`config.mk`:
```
export PLATFORM = sky130hd
export DESIGN_NAME = gpio_trig_unit
export DESIGN_NICKNAME = d
export VERILOG_FILES = /design/src/rtl/gpio_trig_pkg.sv /design/src/rtl/gpio_trig_sync.sv /design/src/rtl/gpio_trig_detect.sv /design/src/rtl/gpio_trig_status.sv /design/src/rtl/gpio_trig_unit.sv
export SDC_FILE = /design/constraint.sdc
export NUM_CORES = 1
export LEC_CHECK = 0
export BUFFER_PORTS_ARGS = -buffer_cell sky130_fd_sc_hd__buf_2
export CAP_MARGIN = 20
export CORE_AREA = 8 8 230 232
export DETAILED_ROUTE_END_ITERATION = 6
export DIE_AREA = 0 0 238 240
export PLACE_DENSITY = 0.52
export SLEW_MARGIN = 10
export SYNTH_ARGS = -nofsm -noshare
export SYNTH_HDL_FRONTEND = slang
export SYNTH_SLANG_ARGS = --single-unit
```
`constraint.sdc`:
```
create_clock -name clk -period 2.3 [get_ports clk]
set_clock_uncertainty 0.15 [all_clocks]
set_input_delay 0.115 -clock clk [delete_from_list [all_inputs] [get_ports clk]]
set_output_delay 0.115 -clock clk [all_outputs]
set_load 0.02 [all_outputs]
```
`src/rtl/gpio_trig_pkg.sv`:
```
package gpio_trig_pkg;

    typedef enum logic [1:0] {
        TRIG_RISE = 2'b00,
        TRIG_FALL = 2'b01,
        TRIG_LOW  = 2'b10,
        TRIG_HIGH = 2'b11
    } trig_mode_e;

    typedef struct packed {
        logic cur;
        logic prv;
    } pin_samp_t;

    typedef struct packed {
        logic sense_off;
        logic level;
        logic inv;
    } pin_cfg_t;

    function automatic trig_mode_e mode_of(pin_cfg_t cfg);
        return trig_mode_e'({cfg.level, cfg.inv});
    endfunction

    function automatic logic pin_hit(pin_cfg_t cfg, pin_samp_t s);
        logic h;
        case (mode_of(cfg))
            TRIG_RISE: h = s.cur & ~s.prv;
            TRIG_FALL: h = ~s.cur & s.prv;
            TRIG_LOW:  h = ~s.cur;
            default:   h = s.cur;
        endcase
        return h & ~cfg.sense_off;
    endfunction

endpackage

```
`src/rtl/gpio_trig_sync.sv`:
```
module gpio_trig_sync #(
    parameter int unsigned W = 95
) (
    input  logic         clk,
    input  logic         rst,
    input  logic [W-1:0] pad_in,
    output logic [W-1:0] cur_o,
    output logic [W-1:0] prv_o
);
    logic [W-1:0] meta_q;
    logic [W-1:0] sync_q;
    logic [W-1:0] prev_q;

    always_ff @(posedge clk) begin
        if (rst) begin
            meta_q <= '0;
            sync_q <= '0;
            prev_q <= '0;
        end else begin
            meta_q <= pad_in;
            sync_q <= meta_q;
            prev_q <= sync_q;
        end
    end

    assign cur_o = sync_q;
    assign prv_o = prev_q;

    // synchronized level trails the pad by two edges
    a_r2_two_stage: assert property (@(posedge clk) disable iff (rst)
        1'b1 |=> ##1 (cur_o == $past(pad_in, 2)));

    a_r3_prev_tracks: assert property (@(posedge clk) disable iff (rst)
        1'b1 |=> (prv_o == $past(cur_o)));

endmodule

```
`src/rtl/gpio_trig_detect.sv`:
```
module gpio_trig_detect
    import gpio_trig_pkg::*;
#(
    parameter int unsigned W = 95
) (
    input  logic [W-1:0] cur_i,
    input  logic [W-1:0] prv_i,
    input  logic [W-1:0] sense_off_i,
    input  logic [W-1:0] level_i,
    input  logic [W-1:0] inv_i,
    output logic [W-1:0] hit_o
);
    for (genvar p = 0; p < W; p++) begin : g_pin
        pin_cfg_t  cfg;
        pin_samp_t smp;
        assign cfg   = '{sense_off: sense_off_i[p], level: level_i[p], inv: inv_i[p]};
        assign smp   = '{cur: cur_i[p], prv: prv_i[p]};
        assign hit_o[p] = pin_hit(cfg, smp);
    end

    // a sensed-off pin never reports a hit
    always_comb begin
        a_r6_gate: assert ((hit_o & sense_off_i) == '0);
    end

endmodule

```
`src/rtl/gpio_trig_status.sv`:
```
module gpio_trig_status #(
    parameter  int unsigned NUM_PINS  = 95,
    parameter  int unsigned WORD_W    = 32,
    localparam int unsigned NUM_WORDS = (NUM_PINS + WORD_W - 1) / WORD_W,
    localparam int unsigned WIDX_W    = (NUM_WORDS > 1) ? $clog2(NUM_WORDS) : 1
) (
    input  logic                clk,
    input  logic                rst,
    input  logic [NUM_PINS-1:0] set_i,
    input  logic                clr_valid_i,
    input  logic [WIDX_W-1:0]   clr_word_i,
    input  logic [WORD_W-1:0]   clr_mask_i,
    output logic [NUM_PINS-1:0] status_o
);
    logic [NUM_PINS-1:0] clr_bits;
    logic [NUM_PINS-1:0] status_q;

    for (genvar p = 0; p < NUM_PINS; p++) begin : g_clr
        assign clr_bits[p] = clr_valid_i
                           && (clr_word_i == WIDX_W'(p / WORD_W))
                           && clr_mask_i[p % WORD_W];
    end

    always_ff @(posedge clk) begin
        if (rst) status_q <= '0;
        else     status_q <= (status_q & ~clr_bits) | set_i;
    end

    assign status_o = status_q;

    // a trigger always leaves its bit set, clear or not
    a_r8_set_wins: assert property (@(posedge clk) disable iff (rst)
        1'b1 |=> (($past(set_i) & ~status_q) == '0));

    // cleared bits without a new trigger read 0
    a_r7_clear_takes: assert property (@(posedge clk) disable iff (rst)
        1'b1 |=> ((($past(clr_bits) & ~$past(set_i)) & status_q) == '0));

    // bits outside the mask are held
    a_r7_hold: assert property (@(posedge clk) disable iff (rst)
        1'b1 |=> ((($past(status_q) & ~$past(clr_bits)) & ~status_q) == '0));

endmodule

```
`src/rtl/gpio_trig_unit.sv`:
```
module gpio_trig_unit #(
    parameter  int unsigned NUM_PINS  = 95,
    parameter  int unsigned WORD_W    = 32,
    localparam int unsigned NUM_WORDS = (NUM_PINS + WORD_W - 1) / WORD_W,
    localparam int unsigned WIDX_W    = (NUM_WORDS > 1) ? $clog2(NUM_WORDS) : 1,
    localparam int unsigned TOTAL_W   = NUM_WORDS * WORD_W
) (
    input  logic                clk,
    input  logic                rst,
    input  logic [NUM_PINS-1:0] pad_in,
    input  logic [NUM_PINS-1:0] sense_off,
    input  logic [NUM_PINS-1:0] level_sel,
    input  logic [NUM_PINS-1:0] inv_sel,
    input  logic [NUM_PINS-1:0] irq_en,
    input  logic                clr_valid,
    input  logic [WIDX_W-1:0]   clr_word,
    input  logic [WORD_W-1:0]   clr_mask,
    output logic [TOTAL_W-1:0]  status_o,
    output logic                irq_o
);
    logic [NUM_PINS-1:0] cur;
    logic [NUM_PINS-1:0] prv;
    logic [NUM_PINS-1:0] hit;
    logic [NUM_PINS-1:0] status_q;
    logic [NUM_PINS-1:0] pending;
    logic                irq_q;

    gpio_trig_sync #(.W(NUM_PINS)) u_sync (
        .clk    (clk),
        .rst    (rst),
        .pad_in (pad_in),
        .cur_o  (cur),
        .prv_o  (prv)
    );

    gpio_trig_detect #(.W(NUM_PINS)) u_detect (
        .cur_i       (cur),
        .prv_i       (prv),
        .sense_off_i (sense_off),
        .level_i     (level_sel),
        .inv_i       (inv_sel),
        .hit_o       (hit)
    );

    gpio_trig_status #(.NUM_PINS(NUM_PINS), .WORD_W(WORD_W)) u_status (
        .clk         (clk),
        .rst         (rst),
        .set_i       (hit),
        .clr_valid_i (clr_valid),
        .clr_word_i  (clr_word),
        .clr_mask_i  (clr_mask),
        .status_o    (status_q)
    );

    assign pending = status_q & irq_en;

    always_ff @(posedge clk) begin
        if (rst) irq_q <= 1'b0;
        else     irq_q <= |pending;
    end

    assign status_o = TOTAL_W'(status_q);
    assign irq_o    = irq_q;

    // output follows the pending set one cycle later
    a_r9_irq_follow: assert property (@(posedge clk) disable iff (rst)
        1'b1 |=> (irq_o == $past(|(status_q & irq_en))));

    // first cycle after reset is quiet
    a_r1_quiet: assert property (@(posedge clk)
        rst |=> (!irq_o && status_o == '0));

endmodule

```
==> flow_summary_export.csv <==
group,metric,value,unit
drt,wl,71700,um
synthesis,syn_area,14900,um^2
status,status,"finished clean",
power,power,17200,uW
clocking,clk_root_buffer_cell,"clkbuf_16",
drt,routed_via_density,4.68,
cells_and_area,drive_above_1_share,0.286,
worst_setup_path,path_max_fanout,3,
worst_setup_path,startpoint_type,"register",
clocking,numCtsBuffers,45,
die,die_w,238,um
drt,drcViolationCount,0,
clocking,clockBufferDepth,3,
drt,dr.pass1.iters,6,
worst_setup_path,critPathMaxStageDelay,0.58,ns
placed_design,io_buffers,607,
global_routing,antenna_found_initial,18,
clocking,cts_tree,"built",
min_path,holdPathStages,5,
cells_and_area,syn_to_final_growth,61.8,%
placed_design,placedCellCount,2812,
timing,fmax,0.468,GHz
drt,vias,15200,
worst_setup_path,end_kind,"register",
synthesis,synth_cell_types,27,
synthesis,syn_inst,1546,
drt,avgRoutedWirePerCell,22.0,um
worst_setup_path,worst_path_max_delay_cell,"dlygate4sd3_1",
die,core,49500,um^2
clocking,cts_sinks,381,
synthesis,ys_warn_count,0,
global_routing,grt_pass1_vias,15800,
power,leakage,0.0109,uW
worst_setup_path,r2r_end,"irq_o",
clocking,post_cts_buffers,0,
die,die_y,240,um
synthesis,yosysTopAreaCell,"dfxtp_1",
worst_setup_path,reg2regPathDepth,6,
timing,tightestPinTransition,0.984,ns
synthesis,syn_avg_cell_area,9.64,um^2
placed_design,place.gp.congestion,0.958,
job,maxCapViolCount,0,
timing,slew_violations,0,
worst_setup_path,crit_arrival,2.43,ns
worst_setup_path,crit_chain,"a22o_1 -> a221oi_1 -> dlygate4sd3_1 -> nand3_1 -> nor4_2 -> a31oi_1",
die,start_util,0.301,
global_routing,grt_max_degree,66,
synthesis,synth_fp_nets,2058,
clocking,h-tree-depth,2,
min_path,hold_end,"irq_o",
cells_and_area,finalNonFillerCells,3254,
timing,finalCritPeriodShare,0.930,
timing,layout_min_cycle_time,2.14,ns
placed_design,place_hpwl,56700,um
power,worst_ir_drop_vdd,0.573,mV
synthesis,yosys-top-cells-area,"dfxtp_1 (51%), nor2b_1 (12%), and3b_1 (5.6%), xor2_1 (5.6%), a211oi_1 (4.8%)",
global_routing,grtUsageTotal,0.240,
drt,antenna_left,0,
worst_setup_path,required,2.59,ns
timing,slew_headroom,0.340,
timing,finalSetupViolations,0,
die,std_cell_rows,82,
drt,drtIter0Drc,622,
synthesis,synth_seq_cells,381,
timing,setup_tns,0,ns
worst_setup_path,crit_type,"reg -> reg",
global_routing,grt_pass1_wl,102000,um
synthesis,yosysSeqAreaShare,0.512,
min_path,hp-start,"irq_en[37]",
clocking,cts.reportedPaths.clkPinSlew,0.06,ns
power,powerDensity,714,nW/um^2
synthesis,synth_top_area_frac,0.512,
clocking,clock_latency,0.56,ns
worst_setup_path,rr_startpoint,"u_status.status_o[9]",
worst_setup_path,r2r_slack,0.16,ns
global_routing,grt-ovfl-total,0,
cells_and_area,nNetsFinal,3049,
die,pin_count,609,
min_path,hold_path_class,"in -> reg",
timing,hold_viol_final,0,
die,fp.dieArea,57100,um^2
## state kept, by name (all words and copies together) (netlist names)
register,flops
u_sync.prv_o,95
u_sync.cur_o,95
u_sync.meta_q,95
u_status.status_o,95
irq_o,1
## per-layer routing
layer	share of wire	track usage	vias up
li1	-	-	7375
met5	0.0010	0	-
met4	0.030	0.0754	12
met2	0.49	0.427	509
met3	0.066	0.0658	120
met1	0.41	0.279	7211
## repair_timing
item                                    4_1_cts  5_1_grt
resized for setup                             0       10
hold endpoints to repair                    206        0
hold buffers                                350        0
endpoints found under the setup margin        0       10
## cell usage in the layout (no fill, tap or decap), drive strengths merged, types with 2 or more instances in the layout
| master | n |
|---|---|
| a221oi | 6 |
| nand2 | 96 |
| nand4 | 8 |
| a22o | 6 |
| nor3b | 96 |
| bufinv | 4 |
| xor2 | 95 |
| nand3 | 3 |
| a211oi | 95 |
| clkbuf | 66 |
| a22oi | 34 |
| dfxtp | 381 |
| and3b | 96 |
| nor4 | 2 |
| clkinv | 10 |
| buf | 647 |
| dlygate4sd3 | 350 |
| nor2b | 285 |
| diode | 10 |
| a21oi | 95 |
| nor2 | 96 |
| nor3 | 96 |
## through the flow
| stage | utilization | setup slack (ns) | hold slack (ns) | cell area (um^2) |
|---|---|---|---|---|
| final | 0.488 | 0.161 | 0.00214 | 24100 |
| after global routing | 0.487 | -0.0250 | 0.0434 | 24100 |
| after CTS | 0.486 | 0.0153 | 0.00329 | 24000 |
| after detailed placement | 0.384 | 0.359 | 0.179 | 19000 |
| after global placement | 0.384 | 0.362 | 0.171 | 19000 |
| after floorplan | - | 0.872 | 0.0932 | 14900 |
## area by class of cell
type | instances | area [um^2]
antenna | 10 | 25.0
clock inverter | 16 | 194
multi-input combinational | 1112 | 7100
timing repair buffer | 997 | 6950
sequential | 381 | 7630
fill | 4765 | 25300
clock buffer | 66 | 1370
tap | 672 | 841
## critical path, delay by kind of cell (launching register included)
| kind | cells | cell delay (ns) |
|---|---|---|
| buffers and inverters | 1 | 0.58 |
| flip-flops | 1 | 0.34 |
| AO/OA/AOI/OAI | 3 | 0.52 |
| AND/OR/NAND/NOR | 2 | 0.42 |
## how the worst max path moves through the flow
stage	cells after the start	startpoint	slack, ns	to
detailed placement	6	u_sync.cur_o[10]	0.36	u_status.status_o[10]
CTS	7	u_sync.cur_o[59]	0.02	u_status.status_o[59]
floorplan	5	u_status.status_o[2]	0.87	irq_o
global placement	6	u_sync.cur_o[10]	0.36	u_status.status_o[10]
global route	6	u_status.status_o[9]	-0.03	irq_o
finish	6	u_status.status_o[9]	0.16	irq_o
## where the power goes
part           switching, uW  internal [uW]
registers                215           6930
clock network           2870           4570
logic                   1290           1350
## synthesized netlist by cell type
master and n:
a22o_1 6, nor2_2 1, buf_2 8, a21oi_1 95, buf_6 1, nor3_1 96, nor2b_1 285, conb_1 1
a22oi_1 34, buf_4 6, nor2_1 95, nor3b_1 95, nand2_1 96, xor2_1 95, a221oi_1 5, nand4_1 8
a221oi_2 1, nor3b_2 1, a31oi_1 1, buf_1 3, dfxtp_1 381, a222oi_1 1, and3b_1 96, clkbuf_1 35
a211oi_1 95, nand3_1 3, nor4_1 2
## logic make-up (layout without fill, tap and decap cells)
group / after synthesis / count (layout) / share of synthesized area
and+or+nand+nor: 778 / 778 / 0.311
DFF: 381 / 381 / 0.512
AOI/OAI and AO/OA: 238 / 238 / 0.105
xor gates and xnor gates: 95 / 95 / 0.0558
buffers and inverters: 53 / 1079 / 0.0160
other: 1 / 11 / 0.000252
Power figures use the tool's default switching activity.
